File: config.mk
export PLATFORM = sky130hd
export DESIGN_NAME = uart_inv_top
export DESIGN_NICKNAME = d
export VERILOG_FILES = /design/src/rtl/uart_inv_pkg.sv /design/src/rtl/uart_inv_tx.sv /design/src/rtl/uart_inv_rx.sv /design/src/rtl/uart_inv_top.sv
export SDC_FILE = /design/constraint.sdc
export NUM_CORES = 1
export LEC_CHECK = 0
export ABC_CLOCK_PERIOD_IN_PS = 1500
export BUFFER_PORTS_ARGS = -buffer_cell sky130_fd_sc_hd__buf_2
export CAP_MARGIN = 25
export CORE_ASPECT_RATIO = 1.1
export CORE_MARGIN = 2
export CORE_UTILIZATION = 53
export CTS_CLUSTER_SIZE = 30
export DETAILED_ROUTE_END_ITERATION = 10
export GPL_TIMING_DRIVEN = 1
export PLACE_DENSITY = 0.75
export SKIP_CTS_REPAIR_TIMING = 1
export SLEW_MARGIN = 10
export SYNTH_ARGS = -nofsm -noshare
export SYNTH_HDL_FRONTEND = slang
export SYNTH_HIERARCHICAL = 1
export SYNTH_SLANG_ARGS = --single-unit
export TNS_END_PERCENT = 10
File: constraint.sdc
create_clock -name clk -period 1.5 [get_ports clk]
set_input_delay 0.225 -clock clk [delete_from_list [all_inputs] [get_ports clk]]
set_output_delay 0.225 -clock clk [all_outputs]
set_load 0.1 [all_outputs]
File: src/rtl/uart_inv_pkg.sv
package uart_inv_pkg;

    localparam int DATA_W = 8;
    localparam int OSR    = 16;

    typedef struct packed {
        logic data_inv;
        logic line_inv;
        logic msb_first;
        logic par_en;
        logic par_odd;
        logic two_stop;
    } frame_cfg_t;

    typedef enum logic [2:0] {
        PH_IDLE,
        PH_START,
        PH_DATA,
        PH_PAR,
        PH_STOP
    } phase_t;

    // Reverse the bit order of a data word
    function automatic logic [DATA_W-1:0] flip_bits(input logic [DATA_W-1:0] d);
        logic [DATA_W-1:0] r;
        for (int i = 0; i < DATA_W; i++) r[i] = d[DATA_W-1-i];
        return r;
    endfunction

    // Map a word to/from shift order (first line bit at index 0)
    function automatic logic [DATA_W-1:0] line_order(input logic [DATA_W-1:0] d,
                                                     input logic msb_first);
        return msb_first ? flip_bits(d) : d;
    endfunction

    function automatic logic parity_of(input logic [DATA_W-1:0] d, input logic odd);
        return (^d) ^ odd;
    endfunction

endpackage

File: src/rtl/uart_inv_tx.sv
module uart_inv_tx
    import uart_inv_pkg::*;
#(
    parameter int OS = OSR
) (
    input  logic              clk,
    input  logic              rst,
    input  logic              tick,
    input  frame_cfg_t        cfg,
    input  logic [DATA_W-1:0] wr_data,
    input  logic              wr_valid,
    output logic              wr_ready,
    output logic              busy,
    output logic              txd
);
    localparam int CW  = $clog2(OS);
    localparam int BCW = $clog2(DATA_W);

    phase_t            ph;
    logic [CW-1:0]     tcnt;
    logic [BCW-1:0]    bcnt;
    logic [DATA_W-1:0] sh;
    logic              par_q;
    logic              stop2;
    frame_cfg_t        lc;
    logic [DATA_W-1:0] word_in;
    logic              lvl;
    logic              bit_end;

    assign word_in = cfg.data_inv ? ~wr_data : wr_data;
    assign bit_end = tick && (tcnt == CW'(OS - 1));

    always_ff @(posedge clk) begin
        if (rst) begin
            ph    <= PH_IDLE;
            tcnt  <= '0;
            bcnt  <= '0;
            sh    <= '0;
            par_q <= 1'b0;
            stop2 <= 1'b0;
            lc    <= '0;
        end else begin
            if (ph != PH_IDLE && tick) tcnt <= tcnt + 1'b1;
            case (ph)
                PH_IDLE: if (wr_valid) begin
                    sh    <= line_order(word_in, cfg.msb_first);
                    par_q <= parity_of(word_in, cfg.par_odd);
                    lc    <= cfg;
                    tcnt  <= '0;
                    ph    <= PH_START;
                end
                PH_START: if (bit_end) begin
                    bcnt <= '0;
                    ph   <= PH_DATA;
                end
                PH_DATA: if (bit_end) begin
                    sh   <= sh >> 1;
                    bcnt <= bcnt + 1'b1;
                    if (bcnt == BCW'(DATA_W - 1)) begin
                        stop2 <= 1'b0;
                        ph    <= lc.par_en ? PH_PAR : PH_STOP;
                    end
                end
                PH_PAR: if (bit_end) begin
                    stop2 <= 1'b0;
                    ph    <= PH_STOP;
                end
                PH_STOP: if (bit_end) begin
                    if (lc.two_stop && !stop2) stop2 <= 1'b1;
                    else                       ph    <= PH_IDLE;
                end
                default: ph <= PH_IDLE;
            endcase
        end
    end

    always_comb begin
        case (ph)
            PH_START: lvl = 1'b0;
            PH_DATA:  lvl = sh[0];
            PH_PAR:   lvl = par_q;
            default:  lvl = 1'b1;
        endcase
    end

    assign busy     = (ph != PH_IDLE);
    assign wr_ready = (ph == PH_IDLE);
    assign txd      = lvl ^ (busy ? lc.line_inv : cfg.line_inv);

endmodule

File: src/rtl/uart_inv_rx.sv
module uart_inv_rx
    import uart_inv_pkg::*;
#(
    parameter int OS = OSR
) (
    input  logic              clk,
    input  logic              rst,
    input  logic              tick,
    input  frame_cfg_t        cfg,
    input  logic              rxd,
    input  logic              rd_ack,
    output logic [DATA_W-1:0] rd_data,
    output logic              rd_valid,
    output logic              err_frame,
    output logic              err_parity,
    output logic              err_overrun
);
    localparam int CW  = $clog2(OS);
    localparam int BCW = $clog2(DATA_W);

    logic [1:0]        sy;
    logic              ln;
    phase_t            ph;
    logic [CW-1:0]     tcnt;
    logic [BCW-1:0]    bcnt;
    logic [DATA_W-1:0] sh;
    logic              pbit;
    logic              stop2;
    logic              ferr;
    logic              sample;
    logic [DATA_W-1:0] word_out;
    logic              par_bad;

    assign ln       = sy[1] ^ cfg.line_inv;
    assign sample   = tick && (tcnt == CW'(OS - 1));
    assign word_out = line_order(sh, cfg.msb_first) ^ {DATA_W{cfg.data_inv}};
    assign par_bad  = cfg.par_en && (parity_of(sh, cfg.par_odd) != pbit);

    always_ff @(posedge clk) begin
        if (rst) begin
            sy          <= {2{cfg.line_inv}} ^ 2'b11;
            ph          <= PH_IDLE;
            tcnt        <= '0;
            bcnt        <= '0;
            sh          <= '0;
            pbit        <= 1'b0;
            stop2       <= 1'b0;
            ferr        <= 1'b0;
            rd_data     <= '0;
            rd_valid    <= 1'b0;
            err_frame   <= 1'b0;
            err_parity  <= 1'b0;
            err_overrun <= 1'b0;
        end else begin
            sy <= {sy[0], rxd};
            if (rd_ack && rd_valid) begin
                rd_valid    <= 1'b0;
                err_frame   <= 1'b0;
                err_parity  <= 1'b0;
                err_overrun <= 1'b0;
            end
            if (ph != PH_IDLE && tick) tcnt <= tcnt + 1'b1;
            case (ph)
                PH_IDLE: if (tick && !ln) begin
                    tcnt <= '0;
                    ph   <= PH_START;
                end
                PH_START: if (tick && tcnt == CW'(OS / 2 - 1)) begin
                    tcnt <= '0;
                    bcnt <= '0;
                    ferr <= 1'b0;
                    ph   <= ln ? PH_IDLE : PH_DATA;
                end
                PH_DATA: if (sample) begin
                    sh   <= {ln, sh[DATA_W-1:1]};
                    bcnt <= bcnt + 1'b1;
                    if (bcnt == BCW'(DATA_W - 1)) begin
                        stop2 <= 1'b0;
                        ph    <= cfg.par_en ? PH_PAR : PH_STOP;
                    end
                end
                PH_PAR: if (sample) begin
                    pbit <= ln;
                    ph   <= PH_STOP;
                end
                PH_STOP: if (sample) begin
                    if (cfg.two_stop && !stop2) begin
                        stop2 <= 1'b1;
                        ferr  <= !ln;
                    end else begin
                        rd_data     <= word_out;
                        rd_valid    <= 1'b1;
                        err_frame   <= ferr | !ln;
                        err_parity  <= par_bad;
                        err_overrun <= rd_valid && !rd_ack;
                        ph          <= PH_IDLE;
                    end
                end
                default: ph <= PH_IDLE;
            endcase
        end
    end

endmodule

File: src/rtl/uart_inv_top.sv
module uart_inv_top
    import uart_inv_pkg::*;
#(
    parameter int OS = OSR
) (
    input  logic              clk,
    input  logic              rst,
    input  logic              tick16,
    input  logic              cfg_data_inv,
    input  logic              cfg_line_inv,
    input  logic              cfg_msb_first,
    input  logic              cfg_par_en,
    input  logic              cfg_par_odd,
    input  logic              cfg_two_stop,
    input  logic [DATA_W-1:0] wr_data,
    input  logic              wr_valid,
    output logic              wr_ready,
    output logic              tx_busy,
    output logic              txd,
    input  logic              rxd,
    input  logic              rd_ack,
    output logic [DATA_W-1:0] rd_data,
    output logic              rd_valid,
    output logic              err_frame,
    output logic              err_parity,
    output logic              err_overrun
);
    frame_cfg_t cfg;

    assign cfg = '{data_inv:  cfg_data_inv,
                   line_inv:  cfg_line_inv,
                   msb_first: cfg_msb_first,
                   par_en:    cfg_par_en,
                   par_odd:   cfg_par_odd,
                   two_stop:  cfg_two_stop};

    uart_inv_tx #(.OS(OS)) u_tx (
        .clk      (clk),
        .rst      (rst),
        .tick     (tick16),
        .cfg      (cfg),
        .wr_data  (wr_data),
        .wr_valid (wr_valid),
        .wr_ready (wr_ready),
        .busy     (tx_busy),
        .txd      (txd)
    );

    uart_inv_rx #(.OS(OS)) u_rx (
        .clk         (clk),
        .rst         (rst),
        .tick        (tick16),
        .cfg         (cfg),
        .rxd         (rxd),
        .rd_ack      (rd_ack),
        .rd_data     (rd_data),
        .rd_valid    (rd_valid),
        .err_frame   (err_frame),
        .err_parity  (err_parity),
        .err_overrun (err_overrun)
    );

endmodule

==> run summary <==
Total Wirelength = 8420 um
GRT busiest layer = met2
Met1 Use GR = 0.2986
Residual DRC count = 0
Top-area cell type share of the netlist area = 0.3519
Num CTS Buffers = 9
Max_cap viols = 0
Worst hold path class = in -> reg
LEAKAGE = 1.771 nW
Placed cells = 518
Status = finished with violations
Synth Area per Inst = 8.683 um2
CTS root buffer = clkbuf_8
Post-Syn Area = 0.003299 mm2
CTS sink cnt = 58
Kind of critical path = reg -> out
Ys flop type = dfxtp_1
DRT iter0 DRCs = 157
Total power = 4.400 mW
Latest clock arrival within the worst-skew pair = 0.35 ns
Mux cell area share after synthesis = 0.1092
Tightest Pin Transition = 0.5122 ns
Cell row count = 30
Compound-Gate Fraction of Synth Area = 0.1471
Warnings from Yosys = 6
DP HPWL = 5569 um
Synth top area cells = dfxtp_1 35%, mux2i_1 11%, xnor2_1 6.6%
Area after DPL = 0.003901 mm2
Layout cells sized above 1 = 0.3464
Post-synth EDFFs = 0
CTS HTree Levels = 3
Layout Cells excl Fill = 539
Initial antenna violation count = 0
Most frequent cell after synthesis = dfxtp_1
Synthesized flop and latch total = 58
Fmax = 575.9 MHz
Fin crit share = 1.158
RSZ-0062 raised after global routing = true
Commonest cells in the netlist = 58 x dfxtp_1, 42 x nor2_1, 36 x mux2i_1
Drt first pass iters = 4
Ratio of routed vias to standard cells = 5.610
Failing checks = setup timing
Slew headroom = 0.6585
WL per Instance = 15.62 um
Cell variety after synth = 56
Clock Path Buffers = 2
Asr flop ratio synth = 0
CTS tree = built
CP endpoint kind = output pin
Tmin final = 1.736 ns
CP Data Arrival Time = 1.51 ns
Crit path launch type = flop
Multi-input gate area = 0.002120 mm2
Largest family of logic cells by synthesized area = simple AND/OR/NAND/NOR gates
Overflow after GRT = 0
Number of global-route vias before repair = 2779
Met3 GRT Util = 0.06042
Reg clk slew, reported paths = 0.07 ns
Final nets = 480
Final Wtd Congestion = 0.8486
Final setup TNS = -2.973 ns
Number of antenna diodes = 0
Gate Count Post-Synth = 380
GRT Util Overall = 0.2330
Grt met2 use = 0.3752
Required time of the worst setup path = 1.27 ns
Largest net degree at the start of global routing = 26
Fin. max-slew vios = 0
Power Density = 1011 mW/mm2
Synth Area in Adders = 0.02275
# fillers = 436
Final Hold Viols = 0
IO Pins = 35
Max FO, Critical Path = 7
Clock Skew = 0.008709 ns
Register area share after synthesis = 0.3519
Height of the die = 86.75 um
Post-DRT Antenna Nets = 0
Synth Area in Simple Gates = 0.2025
First-pass GRT wire length = 12590 um
Via count = 3024
Die footprint = 0.006873 mm2
FF/Latch Area = 0.001180 mm2
# port buffers = 34
Die Wd = 79.23 um
Synth area leader = dfxtp_1
Peak VDD IR = 911.5 uV
Initial Utilization = 0.5426
Setup-failing EPs final = 27
Syn Nets = 406
Post-route cell area = 0.004350 mm2
XOR/XNOR share of the synthesized area = 0.1050
Setup ws final = -0.2363 ns
Area Overhead vs Synth = 31.85%
Core area = 0.006081 mm2
## placed cells by master (no fill, tap or decap), types with 3 or more instances in the layout
| cell | instances |
|---|---|
| xnor3_1 | 3 |
| nand4_1 | 6 |
| nand2_1 | 28 |
| buf_2 | 31 |
| inv_1 | 13 |
| nor2_1 | 40 |
| buf_12 | 4 |
| mux2i_1 | 35 |
| nand3_1 | 14 |
| ha_4 | 3 |
| a21oi_1 | 24 |
| dfxtp_1 | 47 |
| nand2b_1 | 5 |
| or3b_1 | 3 |
| buf_6 | 4 |
| xor2_1 | 5 |
| o21ai_0 | 4 |
| dfxtp_2 | 9 |
| a21oi_2 | 7 |
| nor3_2 | 3 |
| or3_1 | 3 |
| a211oi_2 | 3 |
| clkbuf_8 | 10 |
| a211oi_1 | 7 |
| nand2_2 | 4 |
| buf_4 | 51 |
| nand3b_1 | 3 |
| xnor2_1 | 25 |
| nor3_1 | 6 |
| a31oi_1 | 3 |
## stage by stage
step                setup slack [ns]    util  hold slack [ns]
global route                 -0.2976  0.7154           0.1779
CTS                          -0.3132  0.6776           0.1710
finish                       -0.2363  0.7154           0.1710
floorplan                    -0.1083       -           0.2962
detailed placement           -0.1898  0.6416           0.4387
global placement             -0.1681  0.6416           0.4267
## worst max-delay path, cell delays in order (launching register included)
cell and delay [ns]:
dfxtp_4 0.39, nor2b_4 0.14, o21ai_2 0.06, o22a_1 0.21
o22ai_4 0.17, buf_12 0.19
## sequential cells by signal (all words and copies together), names as in the netlist, 2 cells and up
register,cells
u_rx/ph,3
u_rx/bcnt,3
u_rx/rd_data,8
u_tx/bcnt,3
u_tx/lc,3
u_tx/sh,8
u_tx/tcnt,4
u_rx/tcnt,4
u_rx/sy,2
u_rx/sh,8
u_tx/ph,3
## final timing paths
kind	start	end	slack, ns	cells past startpoint
worst max-delay path	u_tx/ph[1]	txd	-0.24	5
worst min-delay path	rxd	u_rx/sy[0]	0.17	3
worst max register to register	u_tx/ph[1]	u_tx/sh[2]	-0.24	5
worst min register to register	u_rx/sy[0]	u_rx/sy[1]	0.44	2
## power by group
| group | total (mW) | switching, mW | internal [mW] |
|---|---|---|---|
| Clock | 1.63 | 0.657 | 0.975 |
| Sequential | 1.68 | 0.0717 | 1.61 |
| Combinational | 1.09 | 0.572 | 0.515 |
| Total | 4.40 | 1.30 | 3.10 |
## per-layer routing
layer	vias to the layer above	wire [um]
met5	-	0
met4	0	213
met3	24	343
met2	74	4094
met1	1450	3769
li1	1476	-
## cell families after synthesis
family / count (synthesis)
simple gates: 135
compound gates: 70
flops: 58
buf+inv: 41
mux: 36
xor+xnor: 34
fa+ha+maj: 6
## cell type report
| type | count | share of cell area |
|---|---|---|
| Tap cell | 80 | 0.02301 |
| Timing Repair Buffer | 90 | 0.1524 |
| Clock inverter | 5 | 0.01783 |
| Clock buffer | 11 | 0.03250 |
| Sequential cell | 58 | 0.2712 |
| Multi-Input combinational cell | 281 | 0.4872 |
| Inverter | 14 | 0.01582 |
Note: power is estimated with default switching activity, not from simulation.
